[src/rtl/pmu_pkg.sv]
package pmu_pkg;
  localparam int BUS_W   = 32;
  localparam int ADDR_W  = 4;
  localparam int NUM_EV  = 4;
  localparam int NSLOT   = NUM_EV + 1;
  localparam int CYC_IDX = NUM_EV;
  localparam int SEL_W   = 5;
  localparam int CODE_W  = 7;

  typedef enum logic [ADDR_W-1:0] {
    A_CTRL   = 4'd0,
    A_EN_SET = 4'd1,
    A_EN_CLR = 4'd2,
    A_IE_SET = 4'd3,
    A_OVF    = 4'd4,
    A_SEL    = 4'd5,
    A_EVSEL  = 4'd6,
    A_EVCNT  = 4'd7,
    A_CYC    = 4'd8
  } reg_addr_e;

  // bus word -> slot vector: low nibble are event slots, top bit is the cycle slot
  function automatic logic [NSLOT-1:0] bus_to_slots(input logic [BUS_W-1:0] w);
    return {w[BUS_W-1], w[NUM_EV-1:0]};
  endfunction

  function automatic logic [BUS_W-1:0] slots_to_bus(input logic [NSLOT-1:0] s);
    return {s[CYC_IDX], {(BUS_W-NUM_EV-1){1'b0}}, s[NUM_EV-1:0]};
  endfunction
endpackage

[src/rtl/pmu_cnt.sv]
module pmu_cnt #(
  parameter int W = 32
) (
  input  logic         clk,
  input  logic         rst_n,
  input  logic         clr,
  input  logic         load,
  input  logic [W-1:0] load_val,
  input  logic         inc,
  output logic [W-1:0] value,
  output logic         wrap
);
  always_ff @(posedge clk or negedge rst_n) begin
    if (!rst_n)    value <= '0;
    else if (clr)  value <= '0;
    else if (load) value <= load_val;
    else if (inc)  value <= value + 1'b1;
  end

  assign wrap = inc && !clr && !load && (&value);

  // a wrap leaves the counter at zero
  a_r11_wrap_to_zero: assert property (@(posedge clk) disable iff (!rst_n)
    wrap |=> (value == '0));
endmodule

[src/rtl/pmu_presc.sv]
module pmu_presc #(
  parameter int DIV = 64
) (
  input  logic clk,
  input  logic rst_n,
  input  logic clr,
  input  logic adv,
  output logic tick
);
  localparam int PW = (DIV > 1) ? $clog2(DIV) : 1;
  localparam logic [PW-1:0] LAST = PW'(DIV - 1);

  logic [PW-1:0] cnt;

  assign tick = adv && (cnt == LAST);

  always_ff @(posedge clk or negedge rst_n) begin
    if (!rst_n)    cnt <= '0;
    else if (clr)  cnt <= '0;
    else if (adv)  cnt <= tick ? '0 : cnt + 1'b1;
  end

  // prescaled ticks are never back to back
  a_r5_tick_spacing: assert property (@(posedge clk) disable iff (!rst_n)
    tick |=> !tick);
endmodule

[src/rtl/pmu_unit.sv]
module pmu_unit #(
  parameter int CNT_W     = 32,
  parameter int EVT_W     = 32,
  parameter int PRESC_DIV = 64
) (
  input  logic                      clk,
  input  logic                      rst_n,
  input  logic                      bus_rd,
  input  logic                      bus_wr,
  input  logic [pmu_pkg::ADDR_W-1:0] bus_addr,
  input  logic [pmu_pkg::BUS_W-1:0] bus_wdata,
  output logic [pmu_pkg::BUS_W-1:0] bus_rdata,
  input  logic [EVT_W-1:0]          evt_in,
  input  logic                      dbg_active,
  output logic                      irq
);
  import pmu_pkg::*;

  localparam int EXT_W = 1 << CODE_W;

  // control state
  logic glob_en, div_mode, trace_req, dbg_stop;
  logic [NSLOT-1:0] en_q, ie_q, ovf_q;
  logic [SEL_W-1:0] sel_q;

  // decoded bus events, named for the assertions
  logic wr_ctrl, wr_en_set, wr_en_clr, wr_ie_set, wr_ovf, wr_sel, wr_evsel, wr_evcnt, wr_cyc;
  logic sel_ok, ev_clr, cyc_clr;
  logic [NSLOT-1:0] wd_slots;

  assign wr_ctrl   = bus_wr && (bus_addr == A_CTRL);
  assign wr_en_set = bus_wr && (bus_addr == A_EN_SET);
  assign wr_en_clr = bus_wr && (bus_addr == A_EN_CLR);
  assign wr_ie_set = bus_wr && (bus_addr == A_IE_SET);
  assign wr_ovf    = bus_wr && (bus_addr == A_OVF);
  assign wr_sel    = bus_wr && (bus_addr == A_SEL);
  assign wr_evsel  = bus_wr && (bus_addr == A_EVSEL);
  assign wr_evcnt  = bus_wr && (bus_addr == A_EVCNT);
  assign wr_cyc    = bus_wr && (bus_addr == A_CYC);
  assign wd_slots  = bus_to_slots(bus_wdata);
  assign sel_ok    = (sel_q < SEL_W'(NUM_EV));
  assign ev_clr    = wr_ctrl && bus_wdata[1];
  assign cyc_clr   = wr_ctrl && bus_wdata[2];

  always_ff @(posedge clk or negedge rst_n) begin
    if (!rst_n) begin
      glob_en <= 1'b0; div_mode <= 1'b0; trace_req <= 1'b0; dbg_stop <= 1'b0;
      en_q <= '0; ie_q <= '0; sel_q <= '0;
    end else begin
      if (wr_ctrl) begin
        glob_en   <= bus_wdata[0];
        div_mode  <= bus_wdata[3];
        trace_req <= bus_wdata[4];
        dbg_stop  <= bus_wdata[5];
      end
      if (wr_en_set) en_q <= en_q | wd_slots;
      if (wr_en_clr) en_q <= en_q & ~wd_slots;
      if (wr_ie_set) ie_q <= ie_q | wd_slots;
      if (wr_sel)    sel_q <= bus_wdata[SEL_W-1:0];
    end
  end

  // event counter slots
  logic [NSLOT-1:0] wrap_v;
  logic [CNT_W-1:0] ev_val [NUM_EV];
  logic [CODE_W-1:0] code_q [NUM_EV];
  logic [EXT_W-1:0] evt_ext;
  assign evt_ext = EXT_W'(evt_in);

  function automatic logic evt_hit(input logic [CODE_W-1:0] code,
                                   input logic [EXT_W-1:0] lines);
    return (int'(code) < EVT_W) && lines[code];
  endfunction

  for (genvar i = 0; i < NUM_EV; i++) begin : g_ev
    logic picked, inc;
    assign picked = sel_ok && (sel_q == SEL_W'(i));
    assign inc    = glob_en && en_q[i] && evt_hit(code_q[i], evt_ext);

    always_ff @(posedge clk or negedge rst_n) begin
      if (!rst_n)                   code_q[i] <= '0;
      else if (wr_evsel && picked)  code_q[i] <= bus_wdata[CODE_W-1:0];
    end

    pmu_cnt #(.W(CNT_W)) u_cnt (
      .clk(clk), .rst_n(rst_n), .clr(ev_clr), .load(wr_evcnt && picked),
      .load_val(bus_wdata[CNT_W-1:0]), .inc(inc), .value(ev_val[i]), .wrap(wrap_v[i])
    );

    // with the run bit low and no bus access, an event counter holds
    a_r4_hold_when_stopped: assert property (@(posedge clk) disable iff (!rst_n)
      (!glob_en && !wr_evcnt && !ev_clr) |=> $stable(ev_val[i]));
  end

  // cycle counter with optional prescale
  logic cyc_run, cyc_tick, cyc_inc;
  logic [CNT_W-1:0] cyc_val;
  assign cyc_run = glob_en && en_q[CYC_IDX] && !(dbg_stop && dbg_active);

  pmu_presc #(.DIV(PRESC_DIV)) u_presc (
    .clk(clk), .rst_n(rst_n), .clr(cyc_clr), .adv(cyc_run && div_mode), .tick(cyc_tick)
  );

  assign cyc_inc = cyc_run && (!div_mode || cyc_tick);

  pmu_cnt #(.W(CNT_W)) u_cyc (
    .clk(clk), .rst_n(rst_n), .clr(cyc_clr), .load(wr_cyc),
    .load_val(bus_wdata[CNT_W-1:0]), .inc(cyc_inc), .value(cyc_val), .wrap(wrap_v[CYC_IDX])
  );

  // overflow flags: a new wrap wins over a clear in the same cycle
  always_ff @(posedge clk or negedge rst_n) begin
    if (!rst_n) ovf_q <= '0;
    else        ovf_q <= (ovf_q & ~(wr_ovf ? wd_slots : '0)) | wrap_v;
  end

  assign irq = |(ovf_q & ie_q);

  // registered read port
  logic [BUS_W-1:0] rd_mux;
  always_comb begin
    rd_mux = '0;
    case (bus_addr)
      A_CTRL:   rd_mux = {{(BUS_W-6){1'b0}}, dbg_stop, trace_req, div_mode, 2'b00, glob_en};
      A_EN_SET,
      A_EN_CLR: rd_mux = slots_to_bus(en_q);
      A_IE_SET: rd_mux = slots_to_bus(ie_q);
      A_OVF:    rd_mux = slots_to_bus(ovf_q);
      A_SEL:    rd_mux = BUS_W'(sel_q);
      A_EVSEL:  rd_mux = sel_ok ? BUS_W'(code_q[sel_q[1:0]]) : '0;
      A_EVCNT:  rd_mux = sel_ok ? BUS_W'(ev_val[sel_q[1:0]]) : '0;
      A_CYC:    rd_mux = BUS_W'(cyc_val);
      default:  rd_mux = '0;
    endcase
  end

  always_ff @(posedge clk or negedge rst_n) begin
    if (!rst_n)      bus_rdata <= '0;
    else if (bus_rd) bus_rdata <= rd_mux;
  end

  // a flag is only dropped by a clearing write
  a_r8_flag_sticky: assert property (@(posedge clk) disable iff (!rst_n)
    !wr_ovf |=> ((ovf_q & $past(ovf_q)) == $past(ovf_q)));

  // bits written to the set register are enabled afterwards
  a_r3_set_takes: assert property (@(posedge clk) disable iff (!rst_n)
    wr_en_set |=> ((en_q & bus_to_slots($past(bus_wdata))) == bus_to_slots($past(bus_wdata))));

  // frozen cycle counter during debug
  a_r6_debug_freeze: assert property (@(posedge clk) disable iff (!rst_n)
    (dbg_stop && dbg_active && !wr_cyc && !cyc_clr) |=> $stable(cyc_val));

  // indirect count reads with an out-of-range select give zero
  a_r10_indirect_zero: assert property (@(posedge clk) disable iff (!rst_n)
    (bus_rd && (bus_addr == A_EVCNT) && !sel_ok) |=> (bus_rdata == '0));

  // no pending enabled flag, no interrupt; a rising irq needs a flag just set
  a_r9_irq_source: assert property (@(posedge clk) disable iff (!rst_n)
    $rose(irq) |-> (ovf_q != $past(ovf_q) || ie_q != $past(ie_q)));
endmodule

[config.mk]
export PLATFORM = sky130hd
export DESIGN_NAME = pmu_unit
export DESIGN_NICKNAME = d
export VERILOG_FILES = /design/src/rtl/pmu_pkg.sv /design/src/rtl/pmu_cnt.sv /design/src/rtl/pmu_presc.sv /design/src/rtl/pmu_unit.sv
export SDC_FILE = /design/constraint.sdc
export NUM_CORES = 1
export LEC_CHECK = 0
export BUFFER_PORTS_ARGS = -buffer_cell sky130_fd_sc_hd__buf_2
export CAP_MARGIN = 20
export CORE_MARGIN = 10
export CORE_UTILIZATION = 40
export DETAILED_ROUTE_END_ITERATION = 10
export SLEW_MARGIN = 0
export SYNTH_ARGS = -nofsm -noshare
export SYNTH_HDL_FRONTEND = slang
export SYNTH_SLANG_ARGS = --single-unit
[constraint.sdc]
create_clock -name clk -period 4.1 [get_ports clk]
set_clock_uncertainty 0.2 [all_clocks]
set_input_delay 0.615 -clock clk [delete_from_list [all_inputs] [get_ports clk]]
set_output_delay 0.615 -clock clk [all_outputs]
set_load 0.01 [all_outputs]
# Yosys cells after proc, flatten, opt, wreduce, memory -nomap -nowiden
# Index checks and enable logic that the tools add are counted.
# word_totals
ff_bits	250
inputBits	73
out_inout_bits	33
# classes
add_sub_neg	6
magnitude_cmp	10
eq_ne	12
n_mux	38
bitwise_logic	9
n_reduce_logical	82
# ops
cell	n
$mux W32	18
$pmux W32 S8	1
$add A32 B1 Y32 const B	5
$reduce_and A32 Y1	5
$bmux W32 S2	1
$logic_and A1 B1 Y1	56
$lt A7 B8 Y1 const B	4
$bmux W1 S7	4
$lt A7 B6 Y1 const B	4
$mux W7	3
$mux W6	3
$eq A4 B3 Y1 const B	4
$and A5 B5 Y5	3
$mux W5	3
$or A5 B5 Y5	3
$reduce_bool A3 Y1	5
$bmux W7 S2	1
$eq A5 B2 Y1 const B	2
$not A5 Y5	2
$logic_not A1 Y1	9
$eq A4 B2 Y1 const B	2
$add A6 B1 Y6 const B	1
$eq A6 B6 Y1 const B	1
$eq A5 B1 Y1 const B	1
other kinds (12)	16

# Depth between registers and ports, before layout
# logic_depth
depth_word	11
mapped_depth	11
depth_no_buf	8

# Cells and area by module
# Synthesis repeated with hierarchy kept, for this count alone.
# unflattened
cells_unflattened	1683
area_unflattened_um2	16619.7
# modules_own_cells
mod	instances	cells_each	area_per_inst_um2	seq_area_each_um2
pmu_cnt	5	236	2038.2	800.8
pmu_unit	1	471	6108.4	2102.0
pmu_presc	1	32	320.3	150.1

# Worst setup path before layout
# OpenSTA, ideal clock, no wires.
# synth_path
path_kind	input to register
from	in bus_addr[3] (netlist name)
to	reg g_ev[1].u_cnt.value[29]
setup_ns	0.120
arrival_ns	2.532
required_ns	3.780
setup_slack_ns	1.248
cell_stages	9
path_buffers	2
path_cell_list	clkbuf_1 nand2b_1 or3_1 or3_1 clkbuf_1 nand2_1 nor3b_1 a22o_1 a31o_2
# synth_between
elab_chain_len	5
elab_cells_between_ends	9
classes_between	eq/ne (1); mux (2); reduce/logical (6)
# synth_rtl
item	line	source
start, declared	pmu_unit.sv:10	input logic [pmu_pkg::ADDR_W-1:0] bus_addr,
$eq A4 B3 Y1	pmu_unit.sv:38	assign wr_evcnt = bus_wr && (bus_addr == A_EVCNT);
$logic_and A1 B1 Y1	pmu_unit.sv:38	
$logic_and A1 B1 Y1	pmu_unit.sv:86	.clk(clk), .rst_n(rst_n), .clr(ev_clr), .load(wr_evcnt && picked),
$mux W32	pmu_cnt.sv:16	else if (load) value <= load_val;
$mux W32	pmu_cnt.sv:15	else if (clr) value <= '0;
end signal, assigned	pmu_cnt.sv:16	
end signal, assigned	pmu_cnt.sv:17	else if (inc) value <= value + 1'b1;
end, declared	pmu_cnt.sv:10	output logic [W-1:0] value,
# Parallel ways exist; a longest one is shown, timed or not.
# A chain may end at the register's enable or synchronous reset.

# Worst setup path in the final report
# layout_path
from	reg code_q[0] (netlist name)
to	reg g_ev[3].u_cnt.value[15]
# layout_between
elab_chain_len	5
elab_cells_between_ends	6
classes_between	order compare (1); mux (2); reduce/logical (3)
# layout_rtl
item	line	source
start, declared	pmu_unit.sv:66	logic [CODE_W-1:0] code_q [NUM_EV];
start signal, assigned by index	pmu_unit.sv:82	else if (wr_evsel && picked) code_q[i] <= bus_wdata[CODE_W-1:0];
$bmux W1 S7	pmu_unit.sv:72	return (int'(code) < EVT_W) && lines[code];
$mux W1 (not written as such)	pmu_unit.sv:72	
$logic_and A1 B1 Y1 (*)	pmu_unit.sv:72	
$logic_and A1 B1 Y1 (*)	pmu_unit.sv:78	assign inc = glob_en && en_q[i] && evt_hit(code_q[i], evt_ext);
$reduce_bool A3 Y1 (no source line) (*)	-	
end signal, assigned	pmu_cnt.sv:16	
end signal, assigned	pmu_cnt.sv:17	
end, declared	pmu_cnt.sv:10	
# Mark *: on every way between the ends. The rest lies on a longest branch, timed or not. The select of a mux whose other input is x is not followed.

==> flow_summary.ini <==
[outcome]
run_status = finished, final reports clean

[pwr]
max-vdd-ir-drop_mv = 0.3313
power_density_mw_per_mm2 = 473.7
leakage_nw = 6.951
fin_total_pwr_w = 0.008641

[grt]
grt_pass1_wl_microns = 87490
antenna_found_initial = 3
grt_pass1_vias = 14160
grt_max_degree = 95
gr-total-overflow = 0
track_usage_pct = 22.27

[floorplan]
io_pins = 106
die_width_microns = 221.4
die-area_sq_mm = 0.04902
row_count = 73
initial_utilization_pct = 40.65
die_h_microns = 221.4
coreArea_sq_mm = 0.03991

[synthesis]
yosysUniqueCellTypes = 67
netlist_area_sq_mm = 0.01623
ys_top_cells_by_count = dfrtp_1, a21oi_1, o21ai_0, nand2_1, clkbuf_1
yosysTopAreaCell = dfrtp_1
ys.flop_type = dfrtp_1
yosysMostFrequentCell = dfrtp_1
ys_top_cells_by_area = dfrtp_1, mux4_2, a21oi_1
ys_ff_latch = 250
synth-edff-count = 0
seq_area_frac_synth_pct = 38.56
synth.top_cell.area_share_pct = 38.56
yosys_warnings = 0
avgSynthCellArea_sq_um = 9.439
synthArstFlopShare_pct = 100.0
synth_fp_nets = 1798
synthCells = 1719

[timing]
setup_viol = 0
drv_slew = 0
fmax_ghz = 0.2822
hold_violations = 0
tightest_slew_ps = 949.4
whs_ps = 173.1
setup_tns_ps = 0
min_period_ps = 3544
rsz0062_at_grt = no
fin_crit_sh_pct = 86.43
setup_slack_ps = 556.3
slew_headroom_pct = 36.70

[place]
place_area_sq_mm = 0.01720
detailed_place_hpwl_microns = 40230
port_buffers = 105
place.gp.congestion = 0.9488
preCtsSetupSlack_ps = 604.4

[setup_path]
worstPathRequired_ps = 4340
endpoint_kind = flip-flop
start_kind = flip-flop
crit_fanout = 20
cp_data_arrival_time_ps = 3790
critPathKind = reg2reg

[clock_tree]
clock_sinks = 250
clockRootBuffer = clkbuf_16
cts.clk_slew.worst_paths_ps = 60
cts_tree = built
cts_resized = 0
clk_latency_ps = 590
cts_setup_buffers = 0
htreeDepth = 1
cts.path.max_buffers = 3
holdBufCountCts = 1
cts_buffers = 30

[layout]
regArea_sq_mm = 0.006259
syn2layout_area_growth_pct = 12.43
multi_input_comb_area_sq_mm = 0.009174
fin_area_sq_mm = 0.01824
layout-drive-gt1-share_pct = 20.40
filler_cell_count = 3792
diodes = 0
nets = 1849

[routing]
drcViolationCount = 0
wl_per_cell_microns = 24.28
routed_via_density = 6.250
drtIter0Drc = 1338
totalWireLength_microns = 56300
ant_nets = 0
dr.pass1.iters = 5
vias = 14490

[run]
cap_violations = 0

[hold_path]
hold_path.class = in2reg
state kept, by name (all words and copies together), names as in the netlist, named ones only:
signal	flops
code_q	28
ie_q	5
trace_req	1
bus_rdata	32
div_mode	1
glob_en	1
sel_q	5
ovf_q	5
u_cyc.value	32
u_presc.cnt	6
g_ev.u_cnt.value	128
dbg_stop	1
per-stage QoR:
stage	std cells	util [%]
after floorplan	1719	-
after global placement	2262	43.10
after detailed placement	2262	43.10
after CTS	2319	45.70
after global routing	2319	45.70
final	2319	45.70
layout make-up:
class	count	area share (%)
Clock buffer	43	4.938
Clock inverter	13	0.7133
Inverter	65	1.337
Multi-Input combinational cell	1276	50.29
Sequential cell	250	34.31
Tap cell	525	3.601
Timing Repair Buffer	147	4.815
power breakdown:
| group | internal [W] | switching (W) | leakage [nW] |
|---|---|---|---|
| Clock | 0.00165 | 0.00115 | 0.510 |
| Combinational | 0.00107 | 0.00116 | 3.28 |
| Sequential | 0.00291 | 0.000705 | 3.16 |
metal layers:
metal  share of wire (%)  vias up  GRT usage [%]
li1                    -     6540              -
met1                  41     7276          29.71
met2                  47      586          36.12
met3                 8.6       86          4.126
met4                 2.5        6          6.363
met5               0.059        -              0
worst max-delay path: stages, from the launching register on:
cell     delay (ps)
dfrtp_1         850
mux2i_1         160
mux4_2          510
a22oi_2         280
nand3_2         520
buf_4           370
nor4_2          270
xnor2_1         150
a21oi_1          80
path summary, 6_finish.rpt:
kind	startpoint	to	slack, ps	cells past startpoint
max reg2reg	code_q[0]	g_ev[3].u_cnt.value[15]	560	8
min in group asynchronous	rst_n	bus_rdata[0]	460	2
min reg2reg	ie_q[3]	ie_q[3]	290	1
max in group asynchronous	rst_n	g_ev[1].u_cnt.value[22]	2260	3
min	bus_wdata[21]	g_ev[0].u_cnt.value[21]	170	3
max	code_q[0]	g_ev[3].u_cnt.value[15]	560	8
placed cells by master, fill, tap and decap left out, types with 28 or more instances in the layout:
cell type and count:
nand3_1 84, o22ai_1 44, nor3_1 43, and3_1 41
mux2i_1 52, nand4_1 42, clkbuf_16 31, a21oi_1 159
xnor2_1 69, buf_2 104, xor2_1 28, dfrtp_1 248
mux2_2 47, o21ai_0 147, inv_1 65, a22oi_1 29
nor2_1 73, o211ai_1 28, mux4_2 63, nor4_1 31
nand2_1 115, buf_4 39
logic make-up (layout without fill, tap and decap cells):
family	count (synthesis)	count (layout)	synth area share [%]
mux	162	162	15.21
xor+xnor	97	97	5.236
fa+ha+maj	6	6	0.4627
flops	250	250	38.56
compound gates	469	469	17.01
simple gates	542	542	18.37
buf+inv	193	268	5.151
No activity file was read; power rests on OpenSTA's default activity.
